===== src/rtl/svr_pkg.sv =====
package svr_pkg;
  localparam int unsigned ADDR_W  = 3;
  localparam int unsigned DATA_W  = 16;
  localparam int unsigned ERR_W   = 3;
  localparam int unsigned ADJ_BIT = 8;

  localparam logic [ADDR_W-1:0] OFF_SLP  = 3'd0;
  localparam logic [ADDR_W-1:0] OFF_DSL  = 3'd1;
  localparam logic [ADDR_W-1:0] OFF_STAT = 3'd2;
  localparam logic [ADDR_W-1:0] OFF_CAL  = 3'd3;

  localparam int unsigned ERR_RANGE = 0;
  localparam int unsigned ERR_CLK   = 1;
  localparam int unsigned ERR_IF    = 2;

  typedef enum logic [1:0] {
    PM_RUN   = 2'd0,
    PM_SLEEP = 2'd1,
    PM_DEEP  = 2'd2
  } pmode_e;
endpackage


===== src/rtl/svr_req_check.sv =====
module svr_req_check
  import svr_pkg::*;
#(
  parameter int unsigned CODE_W    = 8,
  parameter int unsigned MHZ_W     = 8,
  parameter int unsigned NUM_IF    = 4,
  parameter int unsigned V12_CODE  = 120,
  parameter int unsigned CAL_MIN   = 85,
  parameter int unsigned CAL_MAX   = 130,
  parameter int unsigned LOWV_MHZ  = 30,
  parameter int unsigned HIGHV_MHZ = 120
) (
  input  logic [CODE_W-1:0] code_i,
  input  logic [MHZ_W-1:0]  mhz_i,
  input  logic [NUM_IF-1:0] hs_if_i,
  output logic [ERR_W-1:0]  bad_o
);
  localparam logic [CODE_W-1:0] LV_V12 = CODE_W'(V12_CODE);
  localparam logic [CODE_W-1:0] LV_MIN = CODE_W'(CAL_MIN);
  localparam logic [CODE_W-1:0] LV_MAX = CODE_W'(CAL_MAX);
  localparam logic [MHZ_W-1:0]  LO_LIM = MHZ_W'(LOWV_MHZ);
  localparam logic [MHZ_W-1:0]  HI_LIM = MHZ_W'(HIGHV_MHZ);

  logic below_nom;

  always_comb begin
    below_nom         = (code_i < LV_V12);
    bad_o             = '0;
    bad_o[ERR_RANGE]  = (code_i < LV_MIN) || (code_i > LV_MAX);
    bad_o[ERR_CLK]    = (below_nom && (mhz_i > LO_LIM)) || (mhz_i > HI_LIM);
    bad_o[ERR_IF]     = below_nom && (|hs_if_i);
  end
endmodule


===== src/rtl/svr_regfile.sv =====
module svr_regfile
  import svr_pkg::*;
#(
  parameter int unsigned CODE_W    = 8,
  parameter int unsigned MHZ_W     = 8,
  parameter int unsigned NUM_IF    = 4,
  parameter int unsigned V12_CODE  = 120,
  parameter int unsigned V09_CODE  = 90,
  parameter int unsigned CAL_MIN   = 85,
  parameter int unsigned CAL_MAX   = 130,
  parameter int unsigned LOWV_MHZ  = 30
) (
  input  logic              clk_i,
  input  logic              rst_ni,
  input  logic              wr_en_i,
  input  logic [ADDR_W-1:0] wr_addr_i,
  input  logic [DATA_W-1:0] wr_data_i,
  input  logic [ADDR_W-1:0] rd_addr_i,
  input  logic [ERR_W-1:0]  bad_i,
  input  logic [MHZ_W-1:0]  req_mhz_i,
  input  logic [NUM_IF-1:0] hs_if_i,
  output logic [DATA_W-1:0] rd_data_o,
  output logic [CODE_W-1:0] slp_code_o,
  output logic [CODE_W-1:0] dsl_eff_o,
  output logic [ERR_W-1:0]  err_o
);
  localparam logic [CODE_W-1:0] LV_V12 = CODE_W'(V12_CODE);
  localparam logic [CODE_W-1:0] LV_V09 = CODE_W'(V09_CODE);
  localparam logic [CODE_W-1:0] LV_MIN = CODE_W'(CAL_MIN);
  localparam logic [CODE_W-1:0] LV_MAX = CODE_W'(CAL_MAX);
  localparam logic [MHZ_W-1:0]  LO_LIM = MHZ_W'(LOWV_MHZ);

  logic [CODE_W-1:0] slp_q, dsl_q, dsl_d;
  logic              adj_q, adj_d;
  logic [ERR_W-1:0]  flg_q, flg_d;
  logic              slp_en, dsl_en, flg_en;
  logic              wr_slp, wr_dsl, wr_stat, req_ok;
  logic [CODE_W-1:0] req_code;

  // next-state and enables
  always_comb begin
    req_code = wr_data_i[CODE_W-1:0];
    req_ok   = ~|bad_i;
    wr_slp   = wr_en_i && (wr_addr_i == OFF_SLP);
    wr_dsl   = wr_en_i && (wr_addr_i == OFF_DSL);
    wr_stat  = wr_en_i && (wr_addr_i == OFF_STAT);

    slp_en = wr_slp && req_ok;
    dsl_en = 1'b0;
    dsl_d  = dsl_q;
    adj_d  = adj_q;
    if (wr_dsl) begin
      if (wr_data_i[ADJ_BIT]) begin
        if (req_ok) begin
          dsl_en = 1'b1;
          dsl_d  = req_code;
          adj_d  = 1'b1;
        end
      end else begin
        dsl_en = 1'b1;
        adj_d  = 1'b0;
      end
    end

    flg_d  = flg_q;
    flg_en = 1'b0;
    if (wr_stat) begin
      flg_en = 1'b1;
      flg_d  = flg_q & ~wr_data_i[ERR_W-1:0];
    end else if ((wr_slp || (wr_dsl && wr_data_i[ADJ_BIT])) && !req_ok) begin
      flg_en = 1'b1;
      flg_d  = flg_q | bad_i;
    end
  end

  always_ff @(posedge clk_i or negedge rst_ni) begin
    if (!rst_ni) begin
      slp_q <= LV_V12;
    end else if (slp_en) begin
      slp_q <= req_code;
    end
  end

  always_ff @(posedge clk_i or negedge rst_ni) begin
    if (!rst_ni) begin
      dsl_q <= LV_V09;
      adj_q <= 1'b0;
    end else if (dsl_en) begin
      dsl_q <= dsl_d;
      adj_q <= adj_d;
    end
  end

  for (genvar i = 0; i < int'(ERR_W); i++) begin : g_flag
    always_ff @(posedge clk_i or negedge rst_ni) begin
      if (!rst_ni) begin
        flg_q[i] <= 1'b0;
      end else if (flg_en) begin
        flg_q[i] <= flg_d[i];
      end
    end

    AST_FLAG_STICKY: assert property (@(posedge clk_i) disable iff (!rst_ni)
      (flg_q[i] && !(wr_stat && wr_data_i[i])) |=> flg_q[i]);
  end

  // read mux
  always_comb begin
    rd_data_o = '0;
    case (rd_addr_i)
      OFF_SLP:  rd_data_o[CODE_W-1:0] = slp_q;
      OFF_DSL: begin
        rd_data_o[CODE_W-1:0] = dsl_q;
        rd_data_o[ADJ_BIT]    = adj_q;
      end
      OFF_STAT: rd_data_o[ERR_W-1:0] = flg_q;
      OFF_CAL: begin
        rd_data_o[CODE_W-1:0]        = LV_MIN;
        rd_data_o[2*CODE_W-1:CODE_W] = LV_MAX;
      end
      default:  rd_data_o = '0;
    endcase
  end

  assign slp_code_o = slp_q;
  assign dsl_eff_o  = adj_q ? dsl_q : LV_V09;
  assign err_o      = flg_q;

  AST_SLP_IN_BOUNDS: assert property (@(posedge clk_i) disable iff (!rst_ni)
    (slp_q >= LV_MIN) && (slp_q <= LV_MAX));
  AST_REFUSED_KEEPS: assert property (@(posedge clk_i) disable iff (!rst_ni)
    (wr_slp && (|bad_i)) |=> (slp_q == $past(slp_q)));
  AST_LOWV_SLOW_CLK: assert property (@(posedge clk_i) disable iff (!rst_ni)
    ((slp_q != $past(slp_q)) && (slp_q < LV_V12)) |-> ($past(req_mhz_i) <= LO_LIM));
  AST_LOWV_NO_IF: assert property (@(posedge clk_i) disable iff (!rst_ni)
    ((slp_q != $past(slp_q)) && (slp_q < LV_V12)) |-> ($past(hs_if_i) == '0));
  AST_DSL_NEEDS_ADJ: assert property (@(posedge clk_i) disable iff (!rst_ni)
    (dsl_q != $past(dsl_q)) |-> $past(wr_dsl && wr_data_i[ADJ_BIT]));
endmodule


===== src/rtl/svr_level_sel.sv =====
module svr_level_sel
  import svr_pkg::*;
#(
  parameter int unsigned CODE_W   = 8,
  parameter int unsigned V12_CODE = 120
) (
  input  logic              clk_i,
  input  logic              rst_ni,
  input  logic [1:0]        pmode_i,
  input  logic              dbg_i,
  input  logic [CODE_W-1:0] slp_code_i,
  input  logic [CODE_W-1:0] dsl_code_i,
  output logic [CODE_W-1:0] vreg_o
);
  localparam logic [CODE_W-1:0] LV_V12 = CODE_W'(V12_CODE);

  pmode_e            mode;
  logic [CODE_W-1:0] lvl_d, lvl_q;
  logic              lvl_en;

  always_comb begin
    mode = pmode_e'(pmode_i);
    if (dbg_i) begin
      lvl_d = LV_V12;
    end else begin
      case (mode)
        PM_SLEEP: lvl_d = slp_code_i;
        PM_DEEP:  lvl_d = dsl_code_i;
        default:  lvl_d = LV_V12;
      endcase
    end
    lvl_en = (lvl_d != lvl_q);
  end

  always_ff @(posedge clk_i or negedge rst_ni) begin
    if (!rst_ni) begin
      lvl_q <= LV_V12;
    end else if (lvl_en) begin
      lvl_q <= lvl_d;
    end
  end

  assign vreg_o = lvl_q;

  AST_DBG_RUN_LEVEL: assert property (@(posedge clk_i) disable iff (!rst_ni)
    dbg_i |=> (vreg_o == LV_V12));
  AST_WAKE_LEVEL: assert property (@(posedge clk_i) disable iff (!rst_ni)
    (pmode_i == PM_RUN) |=> (vreg_o == LV_V12));
  AST_SLEEP_TRACK: assert property (@(posedge clk_i) disable iff (!rst_ni)
    (!dbg_i && (pmode_i == PM_SLEEP)) |=> (vreg_o == $past(slp_code_i)));
endmodule


===== src/rtl/sleep_vreg_ctrl.sv =====
module sleep_vreg_ctrl
  import svr_pkg::*;
#(
  parameter int unsigned CODE_W    = 8,
  parameter int unsigned MHZ_W     = 8,
  parameter int unsigned NUM_IF    = 4,
  parameter int unsigned V12_CODE  = 120,
  parameter int unsigned V09_CODE  = 90,
  parameter int unsigned CAL_MIN   = 85,
  parameter int unsigned CAL_MAX   = 130,
  parameter int unsigned LOWV_MHZ  = 30,
  parameter int unsigned HIGHV_MHZ = 120
) (
  input  logic              clk_i,
  input  logic              rst_ni,
  input  logic              wr_en_i,
  input  logic [2:0]        wr_addr_i,
  input  logic [15:0]       wr_data_i,
  input  logic [2:0]        rd_addr_i,
  output logic [15:0]       rd_data_o,
  input  logic [1:0]        pmode_i,
  input  logic              dbg_attached_i,
  input  logic [MHZ_W-1:0]  slp_mhz_i,
  input  logic [MHZ_W-1:0]  dsl_mhz_i,
  input  logic [NUM_IF-1:0] hs_if_active_i,
  output logic [CODE_W-1:0] vreg_code_o,
  output logic [2:0]        err_flags_o
);
  logic              rst_meta_q, rst_sync_q;
  logic [MHZ_W-1:0]  req_mhz;
  logic [ERR_W-1:0]  bad;
  logic [CODE_W-1:0] slp_code, dsl_eff;

  // asynchronous assert, synchronous release
  always_ff @(posedge clk_i or negedge rst_ni) begin
    if (!rst_ni) begin
      rst_meta_q <= 1'b0;
      rst_sync_q <= 1'b0;
    end else begin
      rst_meta_q <= 1'b1;
      rst_sync_q <= rst_meta_q;
    end
  end

  assign req_mhz = (wr_addr_i == OFF_DSL) ? dsl_mhz_i : slp_mhz_i;

  svr_req_check #(
    .CODE_W(CODE_W), .MHZ_W(MHZ_W), .NUM_IF(NUM_IF), .V12_CODE(V12_CODE),
    .CAL_MIN(CAL_MIN), .CAL_MAX(CAL_MAX), .LOWV_MHZ(LOWV_MHZ), .HIGHV_MHZ(HIGHV_MHZ)
  ) u_check (
    .code_i  (wr_data_i[CODE_W-1:0]),
    .mhz_i   (req_mhz),
    .hs_if_i (hs_if_active_i),
    .bad_o   (bad)
  );

  svr_regfile #(
    .CODE_W(CODE_W), .MHZ_W(MHZ_W), .NUM_IF(NUM_IF), .V12_CODE(V12_CODE),
    .V09_CODE(V09_CODE), .CAL_MIN(CAL_MIN), .CAL_MAX(CAL_MAX), .LOWV_MHZ(LOWV_MHZ)
  ) u_regs (
    .clk_i      (clk_i),
    .rst_ni     (rst_sync_q),
    .wr_en_i    (wr_en_i),
    .wr_addr_i  (wr_addr_i),
    .wr_data_i  (wr_data_i),
    .rd_addr_i  (rd_addr_i),
    .bad_i      (bad),
    .req_mhz_i  (req_mhz),
    .hs_if_i    (hs_if_active_i),
    .rd_data_o  (rd_data_o),
    .slp_code_o (slp_code),
    .dsl_eff_o  (dsl_eff),
    .err_o      (err_flags_o)
  );

  svr_level_sel #(
    .CODE_W(CODE_W), .V12_CODE(V12_CODE)
  ) u_level (
    .clk_i      (clk_i),
    .rst_ni     (rst_sync_q),
    .pmode_i    (pmode_i),
    .dbg_i      (dbg_attached_i),
    .slp_code_i (slp_code),
    .dsl_code_i (dsl_eff),
    .vreg_o     (vreg_code_o)
  );
endmodule


===== config.mk =====
export PLATFORM = sky130hd
export DESIGN_NAME = sleep_vreg_ctrl
export DESIGN_NICKNAME = d
export VERILOG_FILES = /design/src/rtl/svr_pkg.sv /design/src/rtl/svr_req_check.sv /design/src/rtl/svr_regfile.sv /design/src/rtl/svr_level_sel.sv /design/src/rtl/sleep_vreg_ctrl.sv
export SDC_FILE = /design/constraint.sdc
export NUM_CORES = 1
export LEC_CHECK = 0
export BUFFER_PORTS_ARGS = -buffer_cell sky130_fd_sc_hd__buf_2
export CAP_MARGIN = 10
export CORE_MARGIN = 10
export CORE_UTILIZATION = 35
export DETAILED_ROUTE_END_ITERATION = 16
export PLACE_DENSITY = 0.59
export SYNTH_ARGS = -nofsm -noshare
export SYNTH_HDL_FRONTEND = slang
export SYNTH_SLANG_ARGS = --single-unit

===== constraint.sdc =====
create_clock -name clk_i -period 2.9 [get_ports clk_i]
set_clock_uncertainty 0.15 [all_clocks]
set_input_delay 0 -clock clk_i [delete_from_list [all_inputs] [get_ports clk_i]]
set_output_delay 0 -clock clk_i [all_outputs]
set_load 0.05 [all_outputs]

# == Yosys cells after proc, flatten, opt, wreduce, memory -nomap -nowiden ==
# Cells that the tools add are included.
# word_totals
elab_cells,64
register_bits,30
# classes
n_bitwise,4
n_mux,17
reduce_logical,20
n_eq_ne,9
order_cmp,5
# ops
operator,n
$mux W8,3
$lt A8 B7 Y1 const B,2
$pmux W8 S2,1
$pmux W5 S3,1
$pmux W3 S4,1
$eq A3 B2 Y1 const B,3
$gt A8 B5 Y1 const B,1
$gt A8 B7 Y1 const B,1
$gt A8 B8 Y1 const B,1
$logic_and A1 B1 Y1,8
$mux W1,8
$ne A8 B8 Y1,1
$mux W7,1
$eq A3 B1 Y1 const B,2
$logic_not A3 Y1,2
$mux W3,2
$reduce_and A4 Y1,1
$reduce_or A4 Y1,1
$and A3 B3 Y3,1
$logic_or A1 B1 Y1,3
$not A3 Y3,1
$or A3 B3 Y3,1
$reduce_and A3 Y1,1
$reduce_or A3 Y1,1
7 further kinds,7

# == Logic depth before layout (Yosys ltp) ==
# Gate-level depths: netlist of the first run.
# logic_depth
depth_word,10
depth_mapped,6

# == Hierarchy ==
# A second synthesis of the first run with hierarchy kept.
# hier_totals
hier_cells,156
hier_area_um2,1750.4
# by_module_without_submodules
mod,area_each_um2,cells_per_inst,instances
svr_regfile,1129.8,100,1
svr_level_sel,347.8,28,1
sleep_vreg_ctrl,162.7,12,1
svr_req_check,110.1,16,1

# == Worst setup path after synthesis of the first run ==
# Ideal clock, no wire load.
# synth_timing
path_kind,register to output
from,reg u_regs.adj_q
to,out rd_data_o[8]
required_time_ps,2750
setup_slack_ps,651
path_buffers,0
arrival_time_ps,2099
stages_incl_launch_ff,3
path_cell_list,dfrtp_1 > inv_1 > nor4b_1
# synth_between
elab_chain_cells,1
# synth_rtl
element,line,text
from (decl),svr_regfile.sv:34,"logic adj_q, adj_d;"
from (signal assigned),svr_regfile.sv:90,adj_q <= adj_d;
$mux W1,svr_regfile.sv:110,case (rd_addr_i)
to (decl),sleep_vreg_ctrl.sv:20,"output logic [15:0] rd_data_o,"
# Every way passes these cells.

# == Worst setup path after layout of the first run ==
# layout_timing
from,in wr_addr_i[1]
to,reg u_regs.dsl_q[5]
# layout_between
elab_chain_cells,10
# layout_rtl
element,line,text
from (decl),sleep_vreg_ctrl.sv:17,"input logic [2:0] wr_addr_i,"
$eq A3 B1 Y1 (*),"svr_regfile.sv:45, sleep_vreg_ctrl.sv:45",
$mux W8,sleep_vreg_ctrl.sv:45,assign req_mhz = (wr_addr_i == OFF_DSL) ? dsl_mhz_i : slp_mhz_i;
$gt A8 B5 Y1,svr_req_check.sv:30,bad_o[ERR_CLK] = (below_nom && (mhz_i > LO_LIM)) || (mhz_i > HI_LIM);
$logic_and A1 B1 Y1,svr_req_check.sv:30,
$logic_or A1 B1 Y1,svr_req_check.sv:30,
$reduce_or A3 Y1,svr_regfile.sv:43,req_ok = ~|bad_i;
$mux W1,svr_regfile.sv:54,if (req_ok) begin
$mux W1,svr_regfile.sv:53,if (wr_data_i[ADJ_BIT]) begin
$mux W1,svr_regfile.sv:52,if (wr_dsl) begin
$reduce_and A4 Y1 (no source line) (*),-,
to (signal assigned),svr_regfile.sv:89,dsl_q <= dsl_d;
to (decl),svr_regfile.sv:33,"logic [CODE_W-1:0] slp_q, dsl_q, dsl_d;"
# Every way passes the cells marked *; elsewhere a longest branch is shown, timed or not.
# A chain may end at the register's enable or synchronous reset.

==> impl_metrics.json, run 1 <==
{
  "r2r_slack_ns": 1.43,
  "antenna_cells": 0,
  "p_sw_share_pct": 31.17,
  "place_area_um2": 2026,
  "wl_per_cell_um": 16.27,
  "yosysTopAreaCell": "dfrtp_1",
  "root_buffer": "clkbuf_8",
  "status": "finished, final reports clean",
  "initial_core_util_pct": 36.00,
  "p_int_uw": 812.2,
  "synth.distinct_cells": 40,
  "syn_inst": 164,
  "gp_congestion": 0.7619,
  "tns_ns": 0,
  "grt_antenna_before_repair": 0,
  "std_cell_rows": 25,
  "postSynthAreaPerCell_um2": 10.30,
  "seqPwrFrac_pct": 41.5,
  "yosysTopAreaCellShare_pct": 26.67,
  "h-tree-depth": 2,
  "relSlewSlack_pct": 35.03,
  "busiest_layer": "met2",
  "area_growth_pct": 36.44,
  "final_nets": 294,
  "tightest_slew_ns": 0.9745,
  "yosys-top-cells-area": "dfrtp_1 (27%), dfstp_2 (19%), mux2_2 (12%)",
  "grt_use_met3_pct": 3.555,
  "ys.flop_type": "dfrtp_1",
  "crit_path_max_incr_delay_ns": 0.57,
  "place_hpwl_mm": 3.686,
  "fin_crit_ns": 2.464,
  "num_vias": 1569,
  "cp.required_ns": 2.92,
  "synth_area_um2": 1689,
  "hold_viol": 0,
  "switching_power_uw": 367.9,
  "synth-seq-cells": 30,
  "path_cells": "dlygate4sd3_1 > buf_2 > nor3b_2 > o211ai_1 > a22o_2 > nor4_4 > mux2_2",
  "clkPwrFrac_pct": 34.9,
  "path_class": "in -> reg",
  "die_area_um2": 8005,
  "drive_above_1_share_pct": 44.08,
  "die_height_um": 89.47,
  "finish.instance_area_um2": 2305,
  "drv_cap": 0,
  "cp.arrival_ns": 2.48,
  "clk_latency_ns": 0.28,
  "cts_setup_buffers": 0,
  "crit_fanout": 8,
  "synth-edff-count": 0,
  "routed_via_density": 5.247,
  "first_iter_violations": 62,
  "port_buffers": 62,
  "met1_usage_pct": 16.40,
  "grt_overflow_total": 0,
  "ys_seq_area_share_pct": 45.33,
  "irDropWorstVdd_uv": 208.9,
  "firstDrtPassIters": 4,
  "grt_max_degree": 26,
  "fmax_ghz": 0.4059,
  "rsz0062_at_grt": "false",
  "io-pin-count": 75,
  "path_clk_slew_ns": 0.06,
  "async_reset_ff_share_pct": 100.0,
  "gr-usage-all-layers_pct": 12.60,
  "ant_nets": 0,
  "power_frac_comb_pct": 23.6,
  "coreArea_um2": 4692,
  "clockBufferDepth": 2,
  "critPathLaunchType": "primary input",
  "leakage_uw": 0.001091,
  "fin_crit_sh_pct": 84.95,
  "hold_class": "in -> reg",
  "grt_pass1_vias": 1617,
  "worstSetupEndpointType": "register",
  "synthTopCellsByCount": "dfrtp_1 (18), mux2_2 (18), dfstp_2 (12)",
  "drc": 0,
  "cts_buffers": 5,
  "slew_viol_final": 0,
  "cts_tree": "yes",
  "p_per_area_nw_per_um2": 512.0,
  "gr-usage-met2_pct": 19.41,
  "setup_violations": 0,
  "grt_pass1_wl_mm": 8.010,
  "die_x_um": 89.47,
  "cp_slowest_cell": "nor4_4",
  "wirelength_mm": 4.864,
  "ys_warn_count": 0,
  "cts_num_sinks": 30
}
-- path summary, 6_finish.rpt --
check                                  start           endpoint  cells past startpoint
min in group asynchronous         rst_sync_q  u_level.vreg_o[7]                      0
worst min-delay path                 wr_en_i    u_regs.err_o[1]                      6
worst max-delay path            wr_addr_i[1]    u_regs.dsl_q[5]                      7
worst min register to register    rst_meta_q         rst_sync_q                      0
worst max register to register  u_regs.adj_q       u_regs.adj_q                      2
max in group asynchronous         rst_sync_q  u_level.vreg_o[6]                      1
-- sequential cells by signal, indices dropped and copies added (netlist names) --
signal,cells
rst_meta_q,1
rst_sync_q,1
u_level.vreg_o,8
u_regs.adj_q,1
u_regs.dsl_q,8
u_regs.err_o,3
u_regs.slp_code_o,8
-- stage by stage --
stage	instances	util [%]	hold WS (ns)	setup WS [ns]	power, uW
after floorplan	168	-	-0.4456	0.6508	670.0
after global placement	274	43.17	-0.3643	0.6747	749.4
after detailed placement	274	43.17	-0.3621	0.6833	752.9
after CTS	299	49.12	0.04557	0.4277	1190
after global routing	299	49.12	0.1090	0.2834	1239
final	299	49.12	0.04123	0.4365	1180
-- final cells by class --
cell class                 instances  area (um2)
fill                             441        2387
multi-input combinational        118       840.8
sequential                        30       765.7
timing repair buffer              80       488.0
clock buffer                       5       68.82
tap                               54       67.56
clock inverter                     3       40.04
inverter                           9       33.78
-- metal layers --
metal	wire, um	vias up	part of all wire (%)
met5	0	-	0
met4	76	0	1.6
met1	2209	736	45
li1	-	755	-
met2	2135	71	44
met3	442	7	9.1
-- critical path: cells and delay by family --
family / cells / cell delay (ns)
compound gates: 2 / 0.51
buf+inv: 2 / 0.69
mux: 1 / 0.40
simple gates: 2 / 0.89
-- repair_timing --
item	CTS	global route
endpoints found under the setup margin	0	0
hold buffers	17	0
endpoints found under the hold margin	28	0
gates resized for setup	0	0
-- layout by cell type, fill, tap and decap left out, types with 5 or more instances in the layout --
master	instances
buf_2	62
mux2_2	18
dfrtp_1	18
dlygate4sd3_1	17
dfstp_2	12
nand2_1	11
a21oi_1	10
inv_1	9
nor2_1	9
nor3_1	7
o21ai_0	6
conb_1	6
nand4_1	5
clkbuf_8	5
-- logic make-up after synthesis --
group / Yosys count / synth area share, %
compound gates: 36 / 14.30
mux: 22 / 14.37
other cells: 2 / 0.4446
simple gates: 52 / 18.30
flops: 30 / 45.33
buf+inv: 20 / 5.778
fa+ha+maj: 2 / 1.481
-- power groups by stage --
stage	combinational, uW	sequential [uW]	clock, uW
after floorplan	129	541	0
after global placement	253	496	0
after detailed placement	256	497	0
after CTS	279	490	420
after global routing	300	495	443
final	279	489	412
(Power assumes the default switching activity.)
==> run 2: changes to the inputs <==
--- a/config.mk
+++ b/config.mk
@@ -5,12 +5,13 @@
 export SDC_FILE = /design/constraint.sdc
 export NUM_CORES = 1
 export LEC_CHECK = 0
+export ABC_AREA = 1
 export BUFFER_PORTS_ARGS = -buffer_cell sky130_fd_sc_hd__buf_2
 export CAP_MARGIN = 10
 export CORE_MARGIN = 10
 export CORE_UTILIZATION = 35
 export DETAILED_ROUTE_END_ITERATION = 16
-export PLACE_DENSITY = 0.59
+export PLACE_DENSITY = 0.58
 export SYNTH_ARGS = -nofsm -noshare
 export SYNTH_HDL_FRONTEND = slang
 export SYNTH_SLANG_ARGS = --single-unit
==> constraint.sdc (replaced) <==
create_clock -name clk_i -period 2.4 [get_ports clk_i]
set_clock_uncertainty 0.15 [all_clocks]
set_input_delay 0 -clock clk_i [delete_from_list [all_inputs] [get_ports clk_i]]
set_output_delay 0 -clock clk_i [all_outputs]
set_load 0.05 [all_outputs]
==> run 2 against run 1 <==
Global-route usage is 0.32 points lower; cell area is 5.0% higher; first-iteration DRC count is 23% higher; die area is 7.9% higher.
==> impl_metrics.json, run 2 <==
{
  "drc": 0,
  "cp.arrival_ns": 2.09,
  "async_reset_ff_share_pct": 100.0,
  "cts_resized": 0,
  "yosys-top-cells-area": "dfrtp_1 (24%), dfstp_2 (17%), nand2_1 (15%)",
  "gp_congestion": 0.8146,
  "p_sw_share_pct": 34.75,
  "synth_most_common_cell": "nand2_1",
  "fin_crit_ns": 2.022,
  "fin_util_pct": 47.10,
  "rsz0062_at_grt": "false",
  "postSynthAreaPerCell_um2": 7.599,
  "num_vias": 1810,
  "hold_end": "u_level.vreg_o[7]",
  "reg2regPathDepth": 3,
  "grt_pass1_vias": 1982,
  "holdPathStages": 5,
  "seqPwrFrac_pct": 43.1,
  "setup_violations": 0,
  "grt_max_degree": 29,
  "grt_antenna_before_repair": 0,
  "hold_class": "in -> reg",
  "die_x_um": 92.94,
  "h-tree-depth": 2,
  "path_class": "in -> reg",
  "clkPwrFrac_pct": 30.6,
  "synth-edff-count": 0,
  "critPathLaunchType": "primary input",
  "initial_core_util_pct": 36.22,
  "die_area_um2": 8637,
  "hold_path_startpoint": "pmode_i[1]",
  "syn_inst": 245,
  "routed_via_density": 4.617,
  "layout_common_cells": "nand2_1 (76), buf_2 (62), inv_1 (30), nand3_1 (24), dfrtp_1 (18)",
  "cts_num_sinks": 30,
  "cp.required_ns": 2.47,
  "relSlewSlack_pct": 60.25,
  "r2r-start": "u_regs.adj_q",
  "fin_crit_sh_pct": 84.23,
  "power_frac_comb_pct": 26.3,
  "r2r-end": "u_level.vreg_o[3]",
  "cts_tree": "yes",
  "area_growth_pct": 30.04,
  "slew_viol_final": 0,
  "wl_per_cell_um": 13.20,
  "antenna_cells": 0,
  "wirelength_mm": 5.173,
  "path_clk_slew_ns": 0.06,
  "r2r_slack_ns": 1.32,
  "synthTopCellsByCount": "nand2_1 (76), inv_1 (30), nand3_1 (24)",
  "crit_path_max_incr_delay_ns": 0.52,
  "final.setup.worst_slack_ns": 0.3785,
  "firstDrtPassIters": 4,
  "die_height_um": 92.94,
  "p_total_uw": 1372,
  "switching_power_uw": 476.9,
  "yosysTopAreaCell": "dfrtp_1",
  "ant_nets": 0,
  "clockBufferDepth": 2,
  "grt_overflow_total": 0,
  "ys_warn_count": 0,
  "yosysTopAreaCellShare_pct": 24.19,
  "final_common_cell": "nand2_1",
  "cts_buffers": 5,
  "gr-usage-all-layers_pct": 12.28,
  "place_ws_ns": 0.4334,
  "drive_above_1_share_pct": 31.99,
  "place_hpwl_mm": 4.120,
  "clk_latency_ns": 0.28,
  "synth-seq-cells": 30,
  "synth.distinct_cells": 31,
  "crit_fanout": 8,
  "cp_slowest_cell": "dlygate4sd3_1",
  "drv_cap": 0,
  "io-pin-count": 75,
  "path_cells": "dlygate4sd3_1 > buf_2 > inv_1 > nor2_1 > nand2_1 > o21ai_1 > nor2_1 > nor2_2 > nand3_1 > nor2_2 > nand3_1 > nand2_1",
  "worstSetupEndpointType": "register",
  "hold_viol": 0,
  "grt_pass1_wl_mm": 8.873,
  "holdWs_ns": 0.01597,
  "port_buffers": 62,
  "ys.flop_type": "dfrtp_1",
  "synth_area_um2": 1862,
  "irDropWorstVdd_uv": 184.6,
  "p_int_uw": 895.5,
  "tightest_slew_ns": 0.5909,
  "fmax_ghz": 0.4947,
  "std_cell_rows": 26,
  "ys_seq_area_share_pct": 41.13,
  "leakage_uw": 0.001269,
  "status": "finished, final reports clean",
  "root_buffer": "clkbuf_8",
  "first_iter_violations": 76,
  "coreArea_um2": 5140,
  "tns_ns": 0,
  "p_per_area_nw_per_um2": 566.8,
  "final_nets": 371
}
## run 2: logic make-up (layout without fill, tap and decap cells)
logic type               after synthesis  count (layout)  share of synthesized area, %
buffers and inverters                 43             116                         10.89
other                                  2               6                        0.4034
flip-flops                            30              30                         41.13
adder cells (fa/ha/maj)                2               2                         1.344
AO/OA/AOI/OAI                         36              36                         14.25
AND/OR/NAND/NOR                      132             132                         31.99
## run 2: worst max-delay path by stage
stage	startpoint	to	slack [ns]	cells past startpoint
2_1_floorplan	wr_addr_i[0]	u_regs.slp_code_o[7]	0.82	12
3_3_place_gp	wr_addr_i[2]	u_regs.slp_code_o[7]	0.45	13
3_5_place_dp	wr_addr_i[2]	u_regs.slp_code_o[0]	0.43	13
4_1_cts	wr_data_i[7]	u_regs.dsl_q[7]	0.38	11
5_1_grt	wr_data_i[6]	u_regs.dsl_q[3]	0.11	14
6_report	wr_data_i[6]	u_regs.dsl_q[7]	0.38	12
## run 2: what timing repair did
item / CTS / global route
setup buffers: 0 / 0
hold endpoints to repair: 29 / 0
hold buffers: 13 / 0
## run 2: area by class of cell
| cell class | instances | area [um2] |
|---|---|---|
| multi-input cells | 176 | 908.4 |
| fillers | 550 | 2719 |
| repair buffers | 76 | 447.9 |
| well taps | 70 | 87.58 |
| inverters | 32 | 120.1 |
| clock inverters | 1 | 5.005 |
| flip-flops and latches | 30 | 765.7 |
| clock buffers | 7 | 86.33 |
## run 2: through the flow
step | cells | area, um2
2_1_floorplan | 249 | 1877
3_3_place_gp | 371 | 2200
3_5_place_dp | 371 | 2200
4_1_cts | 392 | 2421
5_1_grt | 392 | 2421
6_report | 392 | 2421
## run 2: worst max-delay path, delay by kind of cell
kind | cells | cell delay, ns
buf+inv | 3 | 0.70
simple gates | 8 | 1.24
compound gates | 1 | 0.15
## run 2: power groups by stage
stage / registers, uW / clock network [uW] / logic (uW)
2_1_floorplan: 665 / 0 / 184
3_3_place_gp: 598 / 0 / 345
3_5_place_dp: 599 / 0 / 347
4_1_cts: 590 / 436 / 366
5_1_grt: 597 / 454 / 399
6_report: 591 / 420 / 362
## run 2: layer usage
metal  share of wire (%)  GRT usage (%)  vias to the layer above
li1                    -              -                      938
met1                  43          13.97                      802
met2                  49          20.85                       59
met3                 6.7          3.793                       11
met4                 1.8          5.013                        0
met5                   0              0                        -
==> run 3: changes to the inputs <==
==> constraint.sdc (replaced) <==
create_clock -name clk_i -period 2 [get_ports clk_i]
set_clock_uncertainty 0.15 [all_clocks]
set_input_delay 0 -clock clk_i [delete_from_list [all_inputs] [get_ports clk_i]]
set_output_delay 0 -clock clk_i [all_outputs]
set_load 0.05 [all_outputs]
==> run 3 against run 2 <==
Flip-flop and latch count is the same; setup slack lost 0.24 ns; sequential power increased by 20%; utilization up 1.0 points; die area did not move; combinational power increased by 23%; routed wire length is 0.56% higher; critical path type unchanged; largest power group unchanged.
==> impl_metrics.json, run 3 (synthesized netlist as in run 2, its figures left out) <==
{
  "tightest_slew_ns": 1.061,
  "met1_usage_pct": 13.51,
  "grt_max_degree": 29,
  "firstDrtPassIters": 4,
  "cts_setup_buffers": 0,
  "root_buffer": "clkbuf_8",
  "h-tree-depth": 2,
  "holdPathStages": 4,
  "wirelength_mm": 5.202,
  "cts_num_sinks": 30,
  "instances_no_fill": 394,
  "cts_buffers": 5,
  "hold_path_startpoint": "wr_addr_i[1]",
  "fmax_ghz": 0.5383,
  "place_hpwl_mm": 4.119,
  "grt_pass1_wl_mm": 8.880,
  "final_common_cell": "nand2_1",
  "gp_congestion": 0.8364,
  "r2r_slack_ns": 0.92,
  "r2r-start": "u_regs.adj_q",
  "std_cell_rows": 26,
  "gr-usage-all-layers_pct": 12.34,
  "die_area_um2": 8637,
  "die_height_um": 92.94,
  "dp.cells": 372,
  "setup_violations": 0,
  "drv_cap": 0,
  "relSlewSlack_pct": 28.61,
  "cp.required_ns": 2.02,
  "rsz0062_at_grt": "true",
  "holdWs_ns": 0.01500,
  "drive_above_1_share_pct": 33.33,
  "final.setup.worst_slack_ns": 0.1424,
  "path_clk_slew_ns": 0.06,
  "path_class": "in -> reg",
  "area_growth_pct": 32.86,
  "num_vias": 1840,
  "hold_viol": 0,
  "cts_tree": "yes",
  "slew_viol_final": 0,
  "grt_use_met3_pct": 4.197,
  "antenna_cells": 0,
  "leakage_uw": 0.001271,
  "layout_common_cells": "nand2_1 (75), buf_2 (62), inv_1 (30), nand3_1 (23), dfrtp_1 (18)",
  "grt_pass1_vias": 1957,
  "finish.instance_area_um2": 2474,
  "r2r-end": "u_level.vreg_o[6]",
  "grt_antenna_before_repair": 0,
  "initial_core_util_pct": 36.22,
  "status": "finished, final reports clean",
  "irDropWorstVdd_uv": 296.4,
  "fin_crit_ns": 1.858,
  "tns_ns": 0,
  "io-pin-count": 75,
  "ant_nets": 0,
  "wl_per_cell_um": 13.20,
  "p_per_area_nw_per_um2": 672.4,
  "first_iter_violations": 73,
  "crit_fanout": 8,
  "clk_latency_ns": 0.28,
  "nFillCells": 562,
  "die_x_um": 92.94,
  "hold_class": "in -> reg",
  "routed_via_density": 4.670,
  "reg2regPathDepth": 3,
  "gr-usage-met2_pct": 21.14,
  "drc": 0,
  "place_ws_ns": 0.05075,
  "final_nets": 373,
  "grt_overflow_total": 0,
  "critPathLaunchType": "primary input",
  "coreArea_um2": 5140,
  "cp.arrival_ns": 1.88,
  "busiest_layer": "met2",
  "clockBufferDepth": 2,
  "worstSetupEndpointType": "register",
  "place_area_um2": 2207,
  "port_buffers": 62,
  "fin_crit_sh_pct": 92.88,
  "hold_end": "u_regs.slp_code_o[4]"
}
==> run 3: changes by cell type in the layout (fill, tap and decap cells not counted), sizes merged <==
cell   previous run  this run
buf              63        64
nand3            26        27
==> run 3: worst max-delay path by stage <==
stage	endpoint	startpoint	cells after the start	slack, ns
finish	u_regs.slp_code_o[7]	wr_data_i[6]	11	0.14
global route	u_regs.dsl_q[2]	wr_data_i[6]	14	-0.06
CTS	u_regs.dsl_q[2]	wr_data_i[6]	14	0.12
detailed placement	u_regs.slp_code_o[7]	wr_addr_i[2]	13	0.05
global placement	u_regs.slp_code_o[1]	wr_addr_i[2]	13	0.09
floorplan	u_regs.slp_code_o[7]	wr_addr_i[0]	12	0.42
==> run 3: metrics by stage <==
stage | util (%) | power (uW)
after floorplan | - | 1018
after global placement | 42.94 | 1134
after detailed placement | 42.94 | 1138
after CTS | 47.25 | 1671
after global routing | 48.13 | 1764
final | 48.13 | 1663
==> run 3: critical path, cell delays in order <==
cell and delay (ns):
dlygate4sd3_1 0.52, buf_2 0.11, inv_1 0.08, nor2_2 0.12
nand2_1 0.09, o21ai_1 0.16, inv_1 0.10, a21oi_4 0.31
nand3_4 0.18, nand2_1 0.15, o21ai_2 0.06
==> run 3: layer usage <==
| metal | routed length [um] | vias up |
|---|---|---|
| met1 | 2223 | 831 |
| met3 | 391 | 8 |
| met2 | 2504 | 55 |
| met4 | 82 | 0 |
| met5 | 0 | - |
| li1 | - | 946 |
==> run 3: area by class of cell <==
cell class | count | area, um2 | share of cell area, %
multi-input cells | 177 | 949.7 | 38.39
flip-flops and latches | 30 | 765.7 | 30.96
repair buffers | 77 | 459.2 | 18.56
inverters | 32 | 120.1 | 4.856
well taps | 70 | 87.58 | 3.541
clock buffers | 7 | 86.33 | 3.490
clock inverters | 1 | 5.005 | 0.2023
==> run 3: power breakdown <==
group	leakage, uW	total, uW	switching (uW)	internal (uW)
clock network	0.0000482	511	233	277
logic	0.000862	445	311	134
registers	0.000361	708	40.6	667
==> run 3: what timing repair did <==
action | in CTS | in global routing
hold buffers | 13 | 0
hold endpoints to repair | 29 | 0
resized for setup | 0 | 7
setup endpoints to repair | 0 | 16
